File: src/rtl/vxbar_pkg.sv
package vxbar_pkg;

    localparam int NIB_W  = 4;
    localparam int CTRL_W = 8;
    localparam int SEL_W  = 4;

    typedef struct packed {
        logic             en;
        logic             hiz;
        logic             spare;
        logic             rev;
        logic [SEL_W-1:0] sel;
    } grp_ctrl_t;

    function automatic logic [NIB_W-1:0] nib_mirror(input logic [NIB_W-1:0] n);
        logic [NIB_W-1:0] r;
        for (int i = 0; i < NIB_W; i++) begin
            r[i] = n[NIB_W-1-i];
        end
        return r;
    endfunction

endpackage

File: src/rtl/vxbar_regfile.sv
module vxbar_regfile
    import vxbar_pkg::*;
#(
    parameter int GROUPS = 9,
    parameter int ADDR_W = 4
) (
    input  logic                        clk,
    input  logic                        rst_n,
    input  logic                        wr_en,
    input  logic [ADDR_W-1:0]           wr_addr,
    input  logic [CTRL_W-1:0]           wr_data,
    input  logic [ADDR_W-1:0]           rd_addr,
    output logic [CTRL_W-1:0]           rd_data,
    output grp_ctrl_t [GROUPS-1:0]      ctrl_o
);

    localparam logic [ADDR_W-1:0] LAST_ADDR = ADDR_W'(GROUPS - 1);

    typedef struct packed {
        grp_ctrl_t [GROUPS-1:0] regs;
    } rf_state_t;

    rf_state_t st_d, st_q;

    always_comb begin
        st_d = st_q;
        if (wr_en && (wr_addr <= LAST_ADDR)) begin
            for (int g = 0; g < GROUPS; g++) begin
                if (wr_addr == ADDR_W'(g)) begin
                    st_d.regs[g] = grp_ctrl_t'(wr_data);
                end
            end
        end
    end

    always_ff @(posedge clk) begin
        if (!rst_n) begin
            st_q <= '0;
        end else begin
            st_q <= st_d;
        end
    end

    always_comb begin
        rd_data = '0;
        for (int g = 0; g < GROUPS; g++) begin
            if (rd_addr == ADDR_W'(g)) begin
                rd_data = st_q.regs[g];
            end
        end
    end

    assign ctrl_o = st_q.regs;

endmodule

File: src/rtl/vxbar_lane.sv
module vxbar_lane
    import vxbar_pkg::*;
#(
    parameter int GROUPS = 9
) (
    input  logic [GROUPS*NIB_W-1:0] vid_bus,
    input  grp_ctrl_t               ctrl,
    output logic [NIB_W-1:0]        pins,
    output logic [NIB_W-1:0]        oe
);

    logic [NIB_W-1:0] picked;
    logic [NIB_W-1:0] routed;

    always_comb begin
        picked = '0;
        for (int k = 0; k < GROUPS; k++) begin
            if (ctrl.sel == SEL_W'(k)) begin
                picked = vid_bus[k*NIB_W +: NIB_W];
            end
        end
    end

    always_comb begin
        routed = ctrl.rev ? nib_mirror(picked) : picked;
        pins   = ctrl.en ? routed : '0;
        oe     = (ctrl.en || !ctrl.hiz) ? '1 : '0;
    end

endmodule

File: src/rtl/vxbar_top.sv
module vxbar_top
    import vxbar_pkg::*;
#(
    parameter int GROUPS = 9,
    localparam int BUS_W  = GROUPS * NIB_W,
    localparam int ADDR_W = (GROUPS > 8) ? $clog2(GROUPS) : 4
) (
    input  logic              clk,
    input  logic              rst_n,
    input  logic              cfg_we,
    input  logic [ADDR_W-1:0] cfg_addr,
    input  logic [CTRL_W-1:0] cfg_wdata,
    input  logic [ADDR_W-1:0] cfg_raddr,
    output logic [CTRL_W-1:0] cfg_rdata,
    input  logic [BUS_W-1:0]  vid_in,
    output logic [BUS_W-1:0]  pin_out,
    output logic [BUS_W-1:0]  pin_oe
);

    grp_ctrl_t [GROUPS-1:0]    ctrl;
    logic [GROUPS*CTRL_W-1:0]  ctrl_flat;

    vxbar_regfile #(
        .GROUPS (GROUPS),
        .ADDR_W (ADDR_W)
    ) u_regs (
        .clk     (clk),
        .rst_n   (rst_n),
        .wr_en   (cfg_we),
        .wr_addr (cfg_addr),
        .wr_data (cfg_wdata),
        .rd_addr (cfg_raddr),
        .rd_data (cfg_rdata),
        .ctrl_o  (ctrl)
    );

    assign ctrl_flat = ctrl;

    for (genvar g = 0; g < GROUPS; g++) begin : g_lane
        vxbar_lane #(
            .GROUPS (GROUPS)
        ) u_lane (
            .vid_bus (vid_in),
            .ctrl    (ctrl[g]),
            .pins    (pin_out[g*NIB_W +: NIB_W]),
            .oe      (pin_oe[g*NIB_W +: NIB_W])
        );
    end

endmodule

File: config.mk
export PLATFORM = sky130hd
export DESIGN_NAME = vxbar_top
export DESIGN_NICKNAME = d
export VERILOG_FILES = /design/src/rtl/vxbar_pkg.sv /design/src/rtl/vxbar_regfile.sv /design/src/rtl/vxbar_lane.sv /design/src/rtl/vxbar_top.sv
export SDC_FILE = /design/constraint.sdc
export NUM_CORES = 1
export LEC_CHECK = 0
export BUFFER_PORTS_ARGS = -buffer_cell sky130_fd_sc_hd__buf_2
export CAP_MARGIN = 20
export CORE_ASPECT_RATIO = 1.2
export CORE_UTILIZATION = 52
export DETAILED_ROUTE_END_ITERATION = 12
export PLACE_DENSITY_LB_ADDON = 0.15
export SKIP_CTS_REPAIR_TIMING = 1
export SYNTH_ARGS = -nofsm -noshare
export SYNTH_HDL_FRONTEND = slang
export SYNTH_HIERARCHICAL = 1
export SYNTH_SLANG_ARGS = --single-unit
File: constraint.sdc
create_clock -name clk -period 2.2 [get_ports clk]
set_input_delay 0.22 -clock clk [delete_from_list [all_inputs] [get_ports clk]]
set_output_delay 0.22 -clock clk [all_outputs]
set_load 0.05 [all_outputs]
==> flow_metrics.tcl <==
set metrics [dict create \
    outcome "complete, but fails checks" \
    violations "negative setup slack" \
    synthArstFlopShare_pct 0 \
    endpoint_kind "primary output" \
    cap_violations 0 \
    p_total_mw 3.89 \
    peakVddDrop_mv 0.414 \
    clock.fmax_mhz 419 \
    synth_top_area_share_pct 17.6 \
    layout.nets 1324 \
    r2r-end "u_regs/ctrl_o[41]" \
    critPathTopFamily "simple AND/OR/NAND/NOR gates" \
    synth-main-ff-cell "dfxtp_1" \
    hold_end "u_regs/ctrl_o[5]" \
    cp.buffers_inverters 2 \
    crit_arrival_ns 2.16 \
    finalMaxSlewViolations 0 \
    period_minus_slack_ns 2.38 \
    dieArea_um2 16300 \
    largest_reg_flops 72 \
    row_count 49 \
    root_buffer "clkbuf_16" \
    fp.dieH_um 140 \
    crit_fanout 8 \
    grt_pass1_vias 8197 \
    grt_usage_pct 37.7 \
    synthDistinctLibCells 52 \
    first_pass_iters 6 \
    finalCritPeriodShare_pct 108 \
    synth_edf_count 0 \
    yosysTopAreaCell "dfxtp_1" \
    timing.rr.start "u_regs/ctrl_o[41]" \
    rsz0062_at_grt "yes" \
    p_per_area_nw_per_um2 369 \
    fin_skew_ns 0 \
    worst_ep_required_time_ns 1.98 \
    n_antenna_cell 0 \
    hp-class "in2reg" \
    worst_slew_pin_slew_ns 0.645 \
    detail_route.wl_per_cell_um 22.1 \
    drc 0 \
    setup_ws_ns -0.185 \
    drt_iter0_markers 1095 \
    wl_um 32700 \
    cts_buffers 9 \
    slowest_delay_ns 0.60 \
    cts_tree "built" \
    synth.area.top_cells "dfxtp_1, mux2i_1, o21ai_0" \
    crit_path_top_delay_cell "or4b_4" \
    core_um2 15200 \
    grt_max_degree 37 \
    path_class "reg2out" \
    cp.depth 7 \
    setup_violations 32 \
    ant_nets 0 \
    synth_seq_area_share_pct 17.6 \
    clockBufferDepth 2 \
    grt_pass1_wl_um 46000 \
    min_path_cells 3 \
    finalHoldViolCount 0 \
    htree_levels 3 \
    syn_area_um2 8210 \
    min_from "cfg_wdata[5]" \
    grt_antenna_before_repair 0 \
    die_width_um 117 \
    clkTransAtPathRegs_ns 0.06 \
    fill_cells 1327 \
    io_buffers 134 \
    vias 9463 \
    placed_area_um2 9270 \
    syn_nets 1149 \
    syn_inst 1094 \
    gp_congestion 0.960 \
    cts.sinks 72 \
    final_layout_size_suffix_gt1_share_pct 33.8 \
    ys_ff_latch 72 \
    relSlewSlack_pct 56.8 \
    start_kind "flip-flop" \
    stdcell_area_um2 10600 \
    dp_hpwl_um 21400 \
    rrSetupSlack_ns 1.11 \
    power.leakage_nw 4.07 \
    r2r_cells 5 \
    vias_per_cell 6.40 \
    area_growth_pct 28.7 \
    grt-ovfl-total 0 \
    ios 135 \
    start_util_pct 54.0 \
    path_cells "or4b_4, o21ai_2, a31o_1, a222oi_1, buf_4, o22ai_2, buf_6" \
    clk_latency_ns 0.34 \
    avgSynthCellArea_um2 7.50 \
    yosysWarnings 6 \
]
## stage by stage
step           util [%]  hold slack, ns  setup slack (ns)  std cells  TNS (ns)
6_report           69.5           0.233            -0.185       1478     -2.43
5_1_grt            69.5           0.244            -0.221       1478     -4.49
4_1_cts            62.9           0.230            -0.362       1423     -7.67
3_5_place_dp       61.0           0.461            0.0272       1407         0
3_3_place_gp       61.0           0.445            0.0121       1407         0
2_1_floorplan         -           0.431           -0.0471       1094    -0.784
## worst min-delay path, delay by kind of cell
kind                   cells  cell delay (ns)
AO/OA/AOI/OAI              1             0.05
buffers and inverters      1             0.17
AND/OR/NAND/NOR            1             0.09
## metal layers
metal | GRT usage, % | vias to the layer above | share of wire [%]
li1 | - | 4331 | -
met1 | 48.7 | 4328 | 38
met2 | 58.9 | 620 | 44
met3 | 4.14 | 184 | 10
met4 | 24.6 | 0 | 7.6
met5 | 0 | - | 0
## final cells by class
cell class | count | area [µm²] | area share (%)
clock buffers | 10 | 229 | 2.17
clock inverters | 6 | 68.8 | 0.651
inverters | 41 | 154 | 1.46
multi-input cells | 885 | 6360 | 60.2
flip-flops and latches | 72 | 1510 | 14.3
well taps | 204 | 255 | 2.42
repair buffers | 260 | 1990 | 18.8
## cell families (layout without fill, tap and decap cells)
logic type,Yosys count,after routing,synth area share [%]
buf+inv,137,317,8.69
mux,149,149,18.9
simple gates,355,355,25.8
flops,72,72,17.6
compound gates,381,381,29.0
## report_power, final
group | internal [mW] | switching [mW]
registers | 1.31 | 0.0236
logic | 0.384 | 0.665
clock network | 0.883 | 0.632
total | 2.57 | 1.32
## synth_stat cells, types with 10 or more instances
library cell	count
nand3_1	10
buf_2	30
nor2b_1	75
mux2_2	10
a31o_1	27
a21oi_1	46
mux2_1	38
mux2i_1	101
a31oi_1	33
clkbuf_1	25
dfxtp_1	72
o21ai_0	138
buf_4	38
nand3b_1	13
nor2_1	47
inv_1	41
o21ai_1	15
a22o_1	14
nand2_1	112
o22ai_1	43
nand2b_1	56
## worst max-delay path by stage
stage                                 start     endpoint
after CTS                 u_regs/ctrl_o[56]  pin_out[30]
after detailed placement  u_regs/ctrl_o[56]  pin_out[30]
final                     u_regs/ctrl_o[65]  pin_out[34]
after floorplan           u_regs/ctrl_o[34]  pin_out[16]
after global placement    u_regs/ctrl_o[56]  pin_out[30]
after global routing      u_regs/ctrl_o[65]  pin_out[34]
## cells in the final DEF, fill, tap and decap left out, types with 10 or more instances in the layout
master / n
a21oi_1: 33
a21oi_2: 22
a22o_1: 14
a31o_1: 27
a31oi_1: 31
buf_2: 94
buf_4: 113
buf_6: 40
clkbuf_16: 12
dfxtp_1: 44
dfxtp_2: 13
dfxtp_4: 15
inv_1: 41
mux2_1: 38
mux2i_1: 100
nand2_1: 111
nand2b_1: 56
nand3_1: 10
nand3b_1: 13
nor2_1: 45
nor2b_1: 73
o21ai_0: 126
o21ai_1: 17
o21ai_2: 19
o22ai_1: 22
o22ai_2: 18
(Power assumes the default switching activity.)
